`src/rtl/dcc_pkt_pkg.sv`:
```
package dcc_pkt_pkg;

  typedef enum logic [1:0] {
    ST_HUNT = 2'd0,
    ST_BYTE = 2'd1,
    ST_SEP  = 2'd2
  } frame_st_t;

  // Append one bit at the low end: earlier bits end up in the high positions.
  function automatic logic [7:0] msb_first_push(input logic [7:0] cur, input logic b);
    return {cur[6:0], b};
  endfunction

  // Fold a new byte into the running parity.
  function automatic logic [7:0] parity_add(input logic [7:0] acc, input logic [7:0] b);
    return acc ^ b;
  endfunction

endpackage

```
`src/rtl/dcc_preamble_det.sv`:
```
module dcc_preamble_det #(
  parameter int PRE_MIN = 10
) (
  input  logic clk,
  input  logic rst_n,
  input  logic bit_stb,
  input  logic bit_val,
  input  logic hunting,
  output logic pre_ok
);
  localparam int PW = $clog2(PRE_MIN + 1);
  localparam logic [PW-1:0] PRE_LIM = PW'(PRE_MIN);

  logic [PW-1:0] ones_q;

  // Counts only while hunting; the start bit clears it and it stays at
  // zero for the whole packet, so the stop bit never adds to it.
  always_ff @(posedge clk) begin
    if (!rst_n)
      ones_q <= '0;
    else if (bit_stb && hunting) begin
      if (!bit_val)
        ones_q <= '0;
      else if (ones_q != PRE_LIM)
        ones_q <= ones_q + 1'b1;
    end
  end

  assign pre_ok = (ones_q >= PRE_LIM);

  assert_ones_sat_R2: assert property (@(posedge clk) disable iff (!rst_n)
    ones_q <= PRE_LIM);

  assert_zero_in_pkt_R10: assert property (@(posedge clk) disable iff (!rst_n)
    !hunting |-> ones_q == '0);

endmodule

```
`src/rtl/dcc_byte_shift.sv`:
```
module dcc_byte_shift
  import dcc_pkt_pkg::*;
(
  input  logic       clk,
  input  logic       rst_n,
  input  logic       shift_en,
  input  logic       in_byte,
  input  logic       bit_val,
  output logic       byte_done,
  output logic [7:0] byte_nxt
);
  logic [7:0] sr_q;
  logic [2:0] idx_q;

  assign byte_nxt  = msb_first_push(sr_q, bit_val);
  assign byte_done = shift_en && (idx_q == 3'd7);

  always_ff @(posedge clk) begin
    if (!rst_n) begin
      sr_q  <= '0;
      idx_q <= '0;
    end else if (shift_en) begin
      sr_q  <= byte_nxt;
      idx_q <= idx_q + 3'd1;
    end
  end

  assert_idx_idle_R3: assert property (@(posedge clk) disable iff (!rst_n)
    !in_byte |-> idx_q == 3'd0);

endmodule

```
`src/rtl/dcc_frame_ctl.sv`:
```
module dcc_frame_ctl
  import dcc_pkt_pkg::*;
#(
  parameter int MAX_BYTES = 6,
  parameter int MIN_BYTES = 3,
  parameter int CW        = 3
) (
  input  logic                        clk,
  input  logic                        rst_n,
  input  logic                        bit_stb,
  input  logic                        bit_val,
  input  logic                        pre_ok,
  input  logic                        byte_done,
  input  logic [7:0]                  byte_nxt,
  output logic                        in_hunt,
  output logic                        in_byte,
  output logic [CW-1:0]               cnt_q,
  output logic [MAX_BYTES-1:0][7:0]   cap_q,
  output logic                        ev_good,
  output logic                        ev_short,
  output logic                        ev_crc,
  output logic                        ev_overrun
);
  localparam logic [CW-1:0] MAX_C = CW'(MAX_BYTES);
  localparam logic [CW-1:0] MIN_C = CW'(MIN_BYTES);

  frame_st_t  state_q, state_d;
  logic [7:0] par_q;
  logic       ev_start;

  always_comb begin
    state_d    = state_q;
    ev_start   = 1'b0;
    ev_good    = 1'b0;
    ev_short   = 1'b0;
    ev_crc     = 1'b0;
    ev_overrun = 1'b0;
    case (state_q)
      ST_HUNT: if (bit_stb && !bit_val && pre_ok) begin
        ev_start = 1'b1;
        state_d  = ST_BYTE;
      end
      ST_BYTE: if (byte_done) state_d = ST_SEP;
      ST_SEP: if (bit_stb) begin
        if (!bit_val) begin
          if (cnt_q == MAX_C) begin
            ev_overrun = 1'b1;
            state_d    = ST_HUNT;
          end else begin
            state_d = ST_BYTE;
          end
        end else begin
          state_d = ST_HUNT;
          if (cnt_q < MIN_C)      ev_short = 1'b1;
          else if (par_q != 8'h0) ev_crc   = 1'b1;
          else                    ev_good  = 1'b1;
        end
      end
      default: state_d = ST_HUNT;
    endcase
  end

  always_ff @(posedge clk) begin
    if (!rst_n) begin
      state_q <= ST_HUNT;
      cnt_q   <= '0;
      par_q   <= '0;
    end else begin
      state_q <= state_d;
      if (ev_start) begin
        cnt_q <= '0;
        par_q <= '0;
      end else if (byte_done) begin
        cnt_q <= cnt_q + 1'b1;
        par_q <= parity_add(par_q, byte_nxt);
      end
    end
  end

  for (genvar g = 0; g < MAX_BYTES; g++) begin : g_slot
    always_ff @(posedge clk) begin
      if (!rst_n || ev_start)
        cap_q[g] <= '0;
      else if (byte_done && cnt_q == CW'(g))
        cap_q[g] <= byte_nxt;
    end
  end

  assign in_hunt = (state_q == ST_HUNT);
  assign in_byte = (state_q == ST_BYTE);

  assert_no_overflow_R8: assert property (@(posedge clk) disable iff (!rst_n)
    cnt_q <= MAX_C);

  assert_one_event_R5: assert property (@(posedge clk) disable iff (!rst_n)
    $onehot0({ev_good, ev_short, ev_crc, ev_overrun}));

  assert_byte_then_sep_R4: assert property (@(posedge clk) disable iff (!rst_n)
    byte_done |=> state_q == ST_SEP);

endmodule

```
`src/rtl/dcc_pkt_framer.sv`:
```
module dcc_pkt_framer #(
  parameter int MAX_BYTES = 6,
  parameter int MIN_BYTES = 3,
  parameter int PRE_MIN   = 10,
  localparam int CW = $clog2(MAX_BYTES + 1)
) (
  input  logic                   clk,
  input  logic                   rst_n,
  input  logic                   bit_vld,
  input  logic                   bit_val,
  output logic                   pkt_ok,
  output logic                   pkt_err,
  output logic [CW-1:0]          pkt_len,
  output logic [8*MAX_BYTES-1:0] pkt_bytes
);
  logic                      pre_ok, in_hunt, in_byte, byte_done;
  logic [7:0]                byte_nxt;
  logic [CW-1:0]             cnt_q;
  logic [MAX_BYTES-1:0][7:0] cap_q;
  logic                      ev_good, ev_short, ev_crc, ev_overrun, ev_bad;

  function automatic logic [7:0] fold_all(input logic [8*MAX_BYTES-1:0] v);
    logic [7:0] acc = '0;
    for (int i = 0; i < MAX_BYTES; i++) acc ^= v[8*i +: 8];
    return acc;
  endfunction

  dcc_preamble_det #(.PRE_MIN(PRE_MIN)) u_pre (
    .clk(clk), .rst_n(rst_n), .bit_stb(bit_vld), .bit_val(bit_val),
    .hunting(in_hunt), .pre_ok(pre_ok)
  );

  dcc_byte_shift u_shift (
    .clk(clk), .rst_n(rst_n), .shift_en(bit_vld && in_byte), .in_byte(in_byte),
    .bit_val(bit_val), .byte_done(byte_done), .byte_nxt(byte_nxt)
  );

  dcc_frame_ctl #(.MAX_BYTES(MAX_BYTES), .MIN_BYTES(MIN_BYTES), .CW(CW)) u_ctl (
    .clk(clk), .rst_n(rst_n), .bit_stb(bit_vld), .bit_val(bit_val),
    .pre_ok(pre_ok), .byte_done(byte_done), .byte_nxt(byte_nxt),
    .in_hunt(in_hunt), .in_byte(in_byte), .cnt_q(cnt_q), .cap_q(cap_q),
    .ev_good(ev_good), .ev_short(ev_short), .ev_crc(ev_crc), .ev_overrun(ev_overrun)
  );

  assign ev_bad = ev_short || ev_crc || ev_overrun;

  always_ff @(posedge clk) begin
    if (!rst_n) begin
      pkt_ok    <= 1'b0;
      pkt_err   <= 1'b0;
      pkt_len   <= '0;
      pkt_bytes <= '0;
    end else begin
      pkt_ok  <= ev_good;
      pkt_err <= ev_bad;
      if (ev_good) begin
        pkt_len   <= cnt_q;
        pkt_bytes <= cap_q;
      end
    end
  end

  assert_ok_len_R5: assert property (@(posedge clk) disable iff (!rst_n)
    pkt_ok |-> (pkt_len >= CW'(MIN_BYTES)) && (pkt_len <= CW'(MAX_BYTES)));

  assert_ok_parity_R6: assert property (@(posedge clk) disable iff (!rst_n)
    pkt_ok |-> fold_all(pkt_bytes) == 8'h0);

  assert_ok_err_excl_R5: assert property (@(posedge clk) disable iff (!rst_n)
    !(pkt_ok && pkt_err));

  assert_no_strobe_idle_R9: assert property (@(posedge clk) disable iff (!rst_n)
    !bit_vld |=> !pkt_ok && !pkt_err);

  assert_err_holds_R6: assert property (@(posedge clk) disable iff (!rst_n)
    pkt_err |-> $stable(pkt_len) && $stable(pkt_bytes));

endmodule

```
`config.mk`:
```
export PLATFORM = sky130hd
export DESIGN_NAME = dcc_pkt_framer
export DESIGN_NICKNAME = d
export VERILOG_FILES = /design/src/rtl/dcc_pkt_pkg.sv /design/src/rtl/dcc_preamble_det.sv /design/src/rtl/dcc_byte_shift.sv /design/src/rtl/dcc_frame_ctl.sv /design/src/rtl/dcc_pkt_framer.sv
export SDC_FILE = /design/constraint.sdc
export NUM_CORES = 1
export LEC_CHECK = 0
export BUFFER_PORTS_ARGS = -buffer_cell sky130_fd_sc_hd__buf_2
export CELL_PAD_IN_SITES_DETAIL_PLACEMENT = 0
export CELL_PAD_IN_SITES_GLOBAL_PLACEMENT = 1
export CORE_UTILIZATION = 49
export CTS_BUF_LIST = sky130_fd_sc_hd__clkbuf_16
export CTS_CLUSTER_SIZE = 24
export DETAILED_ROUTE_END_ITERATION = 8
export PLACE_DENSITY_LB_ADDON = 0.12
export SLEW_MARGIN = 20
export SYNTH_ARGS = -nofsm -noshare
export SYNTH_HDL_FRONTEND = slang
export SYNTH_HIERARCHICAL = 1
export SYNTH_SLANG_ARGS = --single-unit
export TNS_END_PERCENT = 20
```
`constraint.sdc`:
```
create_clock -name clk -period 4.27 [get_ports clk]
set_input_delay 0.2135 -clock clk [delete_from_list [all_inputs] [get_ports clk]]
set_output_delay 0.2135 -clock clk [all_outputs]
set_load 0.1 [all_outputs]
```
# Word-level counts from Yosys, hierarchy flattened
# Index checks and enable logic that the tools add are counted.
# Widths: inputs -> output; s select.
[word_totals] regBits=128 wordCells=87 in_bits=4
[classes] bitwise_logic=2 magnitude_cmp=2 addsub=3 n_reduce_logical=22 n_eq_ne=14 mux=28
[op_table] operator="$mux 1" count=22
[op_table] operator="$eq 3x3->1 const B" count=4
[op_table] operator="$logic_and 1x1->1" count=11
[op_table] operator="$mux 4" count=2
[op_table] operator="$reduce_bool 8->1" count=1
[op_table] operator="$xor 8x8->8" count=1
[op_table] operator="$add 3x1->3 const B" count=2
[op_table] operator="$eq 3x2->1 const B" count=2
[op_table] operator="$mux 2" count=3
[op_table] operator="$ne 2x1->1 const B" count=3
[op_table] operator="$pmux 2 s3" count=1
[op_table] operator="$add 4x1->4 const B" count=1
[op_table] operator="$ge 4x4->1 const B" count=1
[op_table] operator="$ne 4x4->1 const B" count=1
[op_table] operator="$eq 3x1->1 const B" count=1
[op_table] operator="$logic_not 3->1" count=1
[op_table] operator="$logic_or 1x1->1" count=3
[op_table] operator="$lt 3x2->1 const B" count=1
[op_table] operator="$reduce_and 3->1" count=1
[op_table] operator="$eq 2x1->1 const B" count=1
[op_table] operator="$eq 2x2->1 const B" count=1
[op_table] operator="$logic_not 1->1" count=2
[op_table] operator="$logic_not 2->1" count=1
[op_table] operator="$ne 2x2->1 const B" count=1
[op_table] operator="other kinds (3)" count=3

# Logic depth before layout (Yosys ltp)
[depth] depth_word=8 depth_mapped=9 ltp_nobuf=6

# Cells and area by module
# The synthesis kept the hierarchy.
[modules_own_cells] module="dcc_frame_ctl" instances=1 cells_each=247 area_each_um2=2407.3
[modules_own_cells] module="dcc_pkt_framer" instances=1 cells_each=169 area_each_um2=2016.9
[modules_own_cells] module="dcc_byte_shift" instances=1 cells_each=35 area_each_um2=412.9
[modules_own_cells] module="dcc_preamble_det" instances=1 cells_each=28 area_each_um2=232.7

# Worst setup path after synthesis
# No wires, ideal clock.
[synth_timing] kind="register -> register" from="reg u_ctl.state_q[0]" to="reg u_ctl.cnt_q[2]" slack_ns=2.454 required_time_ns=4.184 path_buffers=3 path_stages_with_launch=9 setup_time_ns=0.086 t_arrival_ns=1.731 period_less_slack_ns=1.816 path_cell_list="dfxtp_1 > nor2b_1 > and2_1 > buf_6 > and2_2 > buf_2 > clkbuf_1 > nor2_1 > a211oi_1"
[synth_between] elab_chain_cells=3 elab_cells_between_ends=6 classes_between="1 x eq/ne; 1 x mux; 4 x reduce/logical"
[synth_rtl] item="start: declaration" line_no="dcc_frame_ctl.sv:27" source="frame_st_t state_q, state_d;"
[synth_rtl] item="start signal: assignment" line_no="dcc_frame_ctl.sv:69" source="state_q <= state_d;"
[synth_rtl] item="$eq 2x1->1" line_no="dcc_frame_ctl.sv:90" source="assign in_byte = (state_q == ST_BYTE);"
[synth_rtl] item="named net in_byte" line_no="dcc_pkt_framer.sv:16" source="logic pre_ok, in_hunt, in_byte, byte_done;"
[synth_rtl] item="$logic_and 1x1->1" line_no="dcc_pkt_framer.sv:34" source=".clk(clk), .rst_n(rst_n), .shift_en(bit_vld && in_byte), .in_byte(in_byte),"
[synth_rtl] item="$logic_and 1x1->1" line_no="dcc_byte_shift.sv:16" source="assign byte_done = shift_en && (idx_q == 3'd7);"
[synth_rtl] item="named net byte_done" line_no="dcc_pkt_framer.sv:16"
[synth_rtl] item="end signal: assignment" line_no="dcc_frame_ctl.sv:74" source="cnt_q <= cnt_q + 1'b1;"
[synth_rtl] item="end: declaration" line_no="dcc_frame_ctl.sv:17" source="output logic [CW-1:0] cnt_q,"
# The timed path passes the listed nets, and every way through them passes these cells.
# A chain may end at the register's enable or synchronous reset.

# Worst setup path after layout
[layout_timing] from="reg u_ctl.state_q[0]" to="reg u_ctl/cap_q[4] (netlist name)"
[layout_between] elab_chain_cells=4 elab_cells_between_ends=7 classes_between="1 x eq/ne; 1 x mux; 5 x reduce/logical"
[layout_rtl] item="$eq 2x1->1" line_no="dcc_frame_ctl.sv:90"
[layout_rtl] item="named net in_byte" line_no="dcc_pkt_framer.sv:16"
[layout_rtl] item="$logic_and 1x1->1" line_no="dcc_pkt_framer.sv:34"
[layout_rtl] item="$logic_and 1x1->1" line_no="dcc_byte_shift.sv:16"
[layout_rtl] item="named net byte_done" line_no="dcc_pkt_framer.sv:16"
[layout_rtl] item="$logic_and 1x1->1" line_no="dcc_frame_ctl.sv:84" source="else if (byte_done && cnt_q == CW'(g))"
[layout_rtl] item="end signal: indexed assignment" line_no="dcc_frame_ctl.sv:85" source="cap_q[g] <= byte_nxt;"
[layout_rtl] item="end: declaration" line_no="dcc_frame_ctl.sv:18" source="output logic [MAX_BYTES-1:0][7:0] cap_q,"
# The timed path passes the listed nets, and every way through them passes these cells.

==> impl_metrics.py <==
metrics = {
    "outcome": {
        "status": "finished, final reports clean",
    },
    "pwr": {
        "leakage_nw": 2.513,
        "powerDensity_nw_per_um2": 449.6,
        "peakVddDrop_mv": 0.3800,
        "p_total_mw": 2.672,
    },
    "clock_network": {
        "cts.sinks": 128,
        "cts_tree": "yes",
        "clk_pin_slew_ps": 60,
        "cts_buffers": 17,
        "holdBufCountCts": 0,
        "clk_latency_ps": 400,
        "htree_num_levels": 4,
        "cts_buffer_depth": 2,
        "cts_post_setup_buffers_inserted": 0,
        "root_buffer": "clkbuf_16",
        "ctsResizeCount": 0,
    },
    "worst_hold_path": {
        "hold_end": "u_ctl/state_q[1]$_SDFFE_PN0P_",
        "hp-start": "bit_vld",
        "hold_depth": 3,
        "hold_path.class": "in -> reg",
    },
    "routing": {
        "avgRoutedWirePerCell_um": 14.81,
        "drt_iter0_markers": 156,
        "drtPass1Iterations": 4,
        "drt_wl_total_um": 9997,
        "viasPerCell": 4.956,
        "ant_nets": 0,
        "via_count": 3345,
        "drc": 0,
    },
    "sta": {
        "layout_min_cycle_time_ps": 2826,
        "worst_pin_slew_ps": 888.4,
        "post-route-period-util_pct": 66.18,
        "max_freq_mhz": 353.9,
        "hold_viol": 0,
        "skew_ps": 6.246,
        "setup_ws_ps": 1444,
        "drv_slew": 0,
        "relSlewSlack_pct": 40.78,
        "finalSetupViolations": 0,
        "fin_tns_setup_ps": 0,
        "rsz0062_at_grt": "no",
    },
    "critical_path": {
        "crit_type": "reg -> reg",
        "rr_worst_depth": 6,
        "reg2reg_slack_ps": 1440,
        "worstPathArrival_ps": 3090,
        "critical_path_required_ps": 4540,
        "crit_path_end_kind": "register",
        "cpMaxStageDelayCell": "and2_2",
        "critPathMaxStageDelay_ps": 620,
        "r2r_start": "u_ctl/state_q[0]$_SDFFE_PN0P_",
        "crit_path_start_kind": "register",
        "cp_cell_sequence": "nor2b_1, and2_1, and2_2, nand3b_1, mux2i_1, nor2_1",
        "cp_max_fo": 28,
        "r2r-end": "u_ctl/cap_q[4]$_SDFFE_PP0P_",
    },
    "layout": {
        "final_util_pct": 59.96,
        "antenna_cells": 0,
        "area_growth_pct": 17.20,
        "drive_above_1_share_pct": 18.08,
        "layout.nets": 542,
        "nFillCells": 849,
    },
    "die": {
        "core_um2": 9910,
        "die_h_um": 103.7,
        "initial_core_util_pct": 51.16,
        "ios": 57,
        "num_rows": 36,
        "dieArea_um2": 10760,
        "die_x_um": 103.7,
    },
    "global_route": {
        "grt_usage_pct": 19.69,
        "grt_overflow": 0,
        "antenna_found_initial": 0,
        "grt_pass1_wl_um": 16510,
        "grt_pass1_vias": 3254,
        "grt_max_degree": 72,
    },
    "placement": {
        "pre_cts_ws_ps": 1503,
        "port_buffers": 56,
        "hpwl_um": 5946,
        "gp_congestion": 0.7071,
    },
    "synthesis": {
        "avgSynthCellArea_um2": 10.58,
        "syn-num-nets": 492,
        "postSynthCellCount": 479,
        "synth.distinct_cells": 38,
        "synth-edff-count": 0,
        "syn-cell-area_um2": 5070,
        "ys_seq_area_share_pct": 50.54,
        "ys_ff_latch": 128,
        "ys_warn_count": 6,
        "async_reset_ff_share_pct": 0,
        "synth_ff_type": "dfxtp_1",
    },
    "flow_run": {
        "cap_violations": 0,
    },
}
[final cells by class]
cell class	count	area [µm²]	share of cell area [%]
multi-input cells	316	2288	38.51
repair buffers	58	297.8	5.012
well taps	133	166.4	2.801
clock inverters	15	171.4	2.885
inverters	8	30.03	0.5054
clock buffers	17	425.4	7.159
flip-flops and latches	128	2562	43.12
[Yosys cell counts (all sizes together), types with 3 or more instances]
cell type	n	area, µm²
inv	8	30.03
nand3	13	75.07
ha	9	112.6
a211oi	3	22.52
xor2	9	78.83
buf	21	173.9
clkbuf	6	22.52
nand3b	3	22.52
and2	5	32.53
nand2	25	93.84
nor2	53	198.9
dfxtp	128	2562
a21oi	11	55.05
mux2i	103	1031
nor2b	62	387.9
[report_power, final]
| group | internal, mW | switching, mW |
|---|---|---|
| combinational | 0.0134 | 0.0249 |
| sequential | 1.20 | 0.000919 |
| clock | 0.914 | 0.522 |
[per-stage QoR]
stage                     hold slack [ps]  std cells  cell area, µm²
after detailed placement            449.1        643            5343
final                               226.4        675            5942
after floorplan                     335.2        479            5070
after CTS                           229.3        675            5939
after global placement              448.8        643            5343
after global routing                230.1        675            5942
[flip-flops by register name, indices dropped and copies added, names as in the netlist]
register       flops
u_ctl/cnt_q        3
u_ctl/par_q        8
pkt_bytes         48
u_shift/idx_q      3
pkt_ok             1
u_shift/sr_q       7
u_ctl/state_q      2
u_pre/ones_q       4
pkt_len            3
u_ctl/cap_q       48
pkt_err            1
[worst max-delay path, delay by kind of cell, from the launching register on]
| kind | cells | cell delay, ps |
|---|---|---|
| flops | 1 | 460 |
| mux | 1 | 310 |
| simple gates | 5 | 1920 |
[cell usage in the layout (no fill, tap or decap), types with 11 or more instances in the layout]
cell / n
a21oi_1: 11
dfxtp_1: 128
nand2_1: 25
mux2i_1: 103
nand3_1: 11
nor2_1: 52
clkbuf_16: 17
buf_2: 55
nor2b_1: 62
[how the worst max path moves through the flow]
stage / from / to / slack (ps)
after floorplan: u_ctl/state_q[0]$_SDFFE_PN0P_ / u_ctl/cnt_q[2]$_SDFFE_PP0P_ / 2450
after global placement: u_ctl/state_q[0]$_SDFFE_PN0P_ / u_ctl/cap_q[19]$_SDFFE_PP0P_ / 1620
after detailed placement: u_ctl/state_q[0]$_SDFFE_PN0P_ / u_ctl/cap_q[12]$_SDFFE_PP0P_ / 1500
after CTS: u_ctl/state_q[0]$_SDFFE_PN0P_ / u_ctl/cap_q[4]$_SDFFE_PP0P_ / 1460
after global routing: u_ctl/state_q[0]$_SDFFE_PN0P_ / u_ctl/cap_q[12]$_SDFFE_PP0P_ / 1240
final: u_ctl/state_q[0]$_SDFFE_PN0P_ / u_ctl/cap_q[4]$_SDFFE_PP0P_ / 1440
[metal layers]
layer	up-vias	track usage (%)	part of all wire [%]
met5	-	0	0
met4	0	7.347	1.4
met3	10	5.160	4.1
met2	57	32.17	48
met1	1568	24.98	47
li1	1710	-	-
[kinds of logic (layout without fill, tap and decap cells)]
group / count (synthesis) / after routing / synth area share (%)
compound gates: 24 / 24 / 3.554
flops: 128 / 128 / 50.54
simple gates: 170 / 170 / 17.15
buf+inv: 35 / 98 / 4.467
fa+ha+maj: 9 / 9 / 2.221
xor+xnor: 10 / 10 / 1.728
mux: 103 / 103 / 20.34
Power figures use the tool's default switching activity.
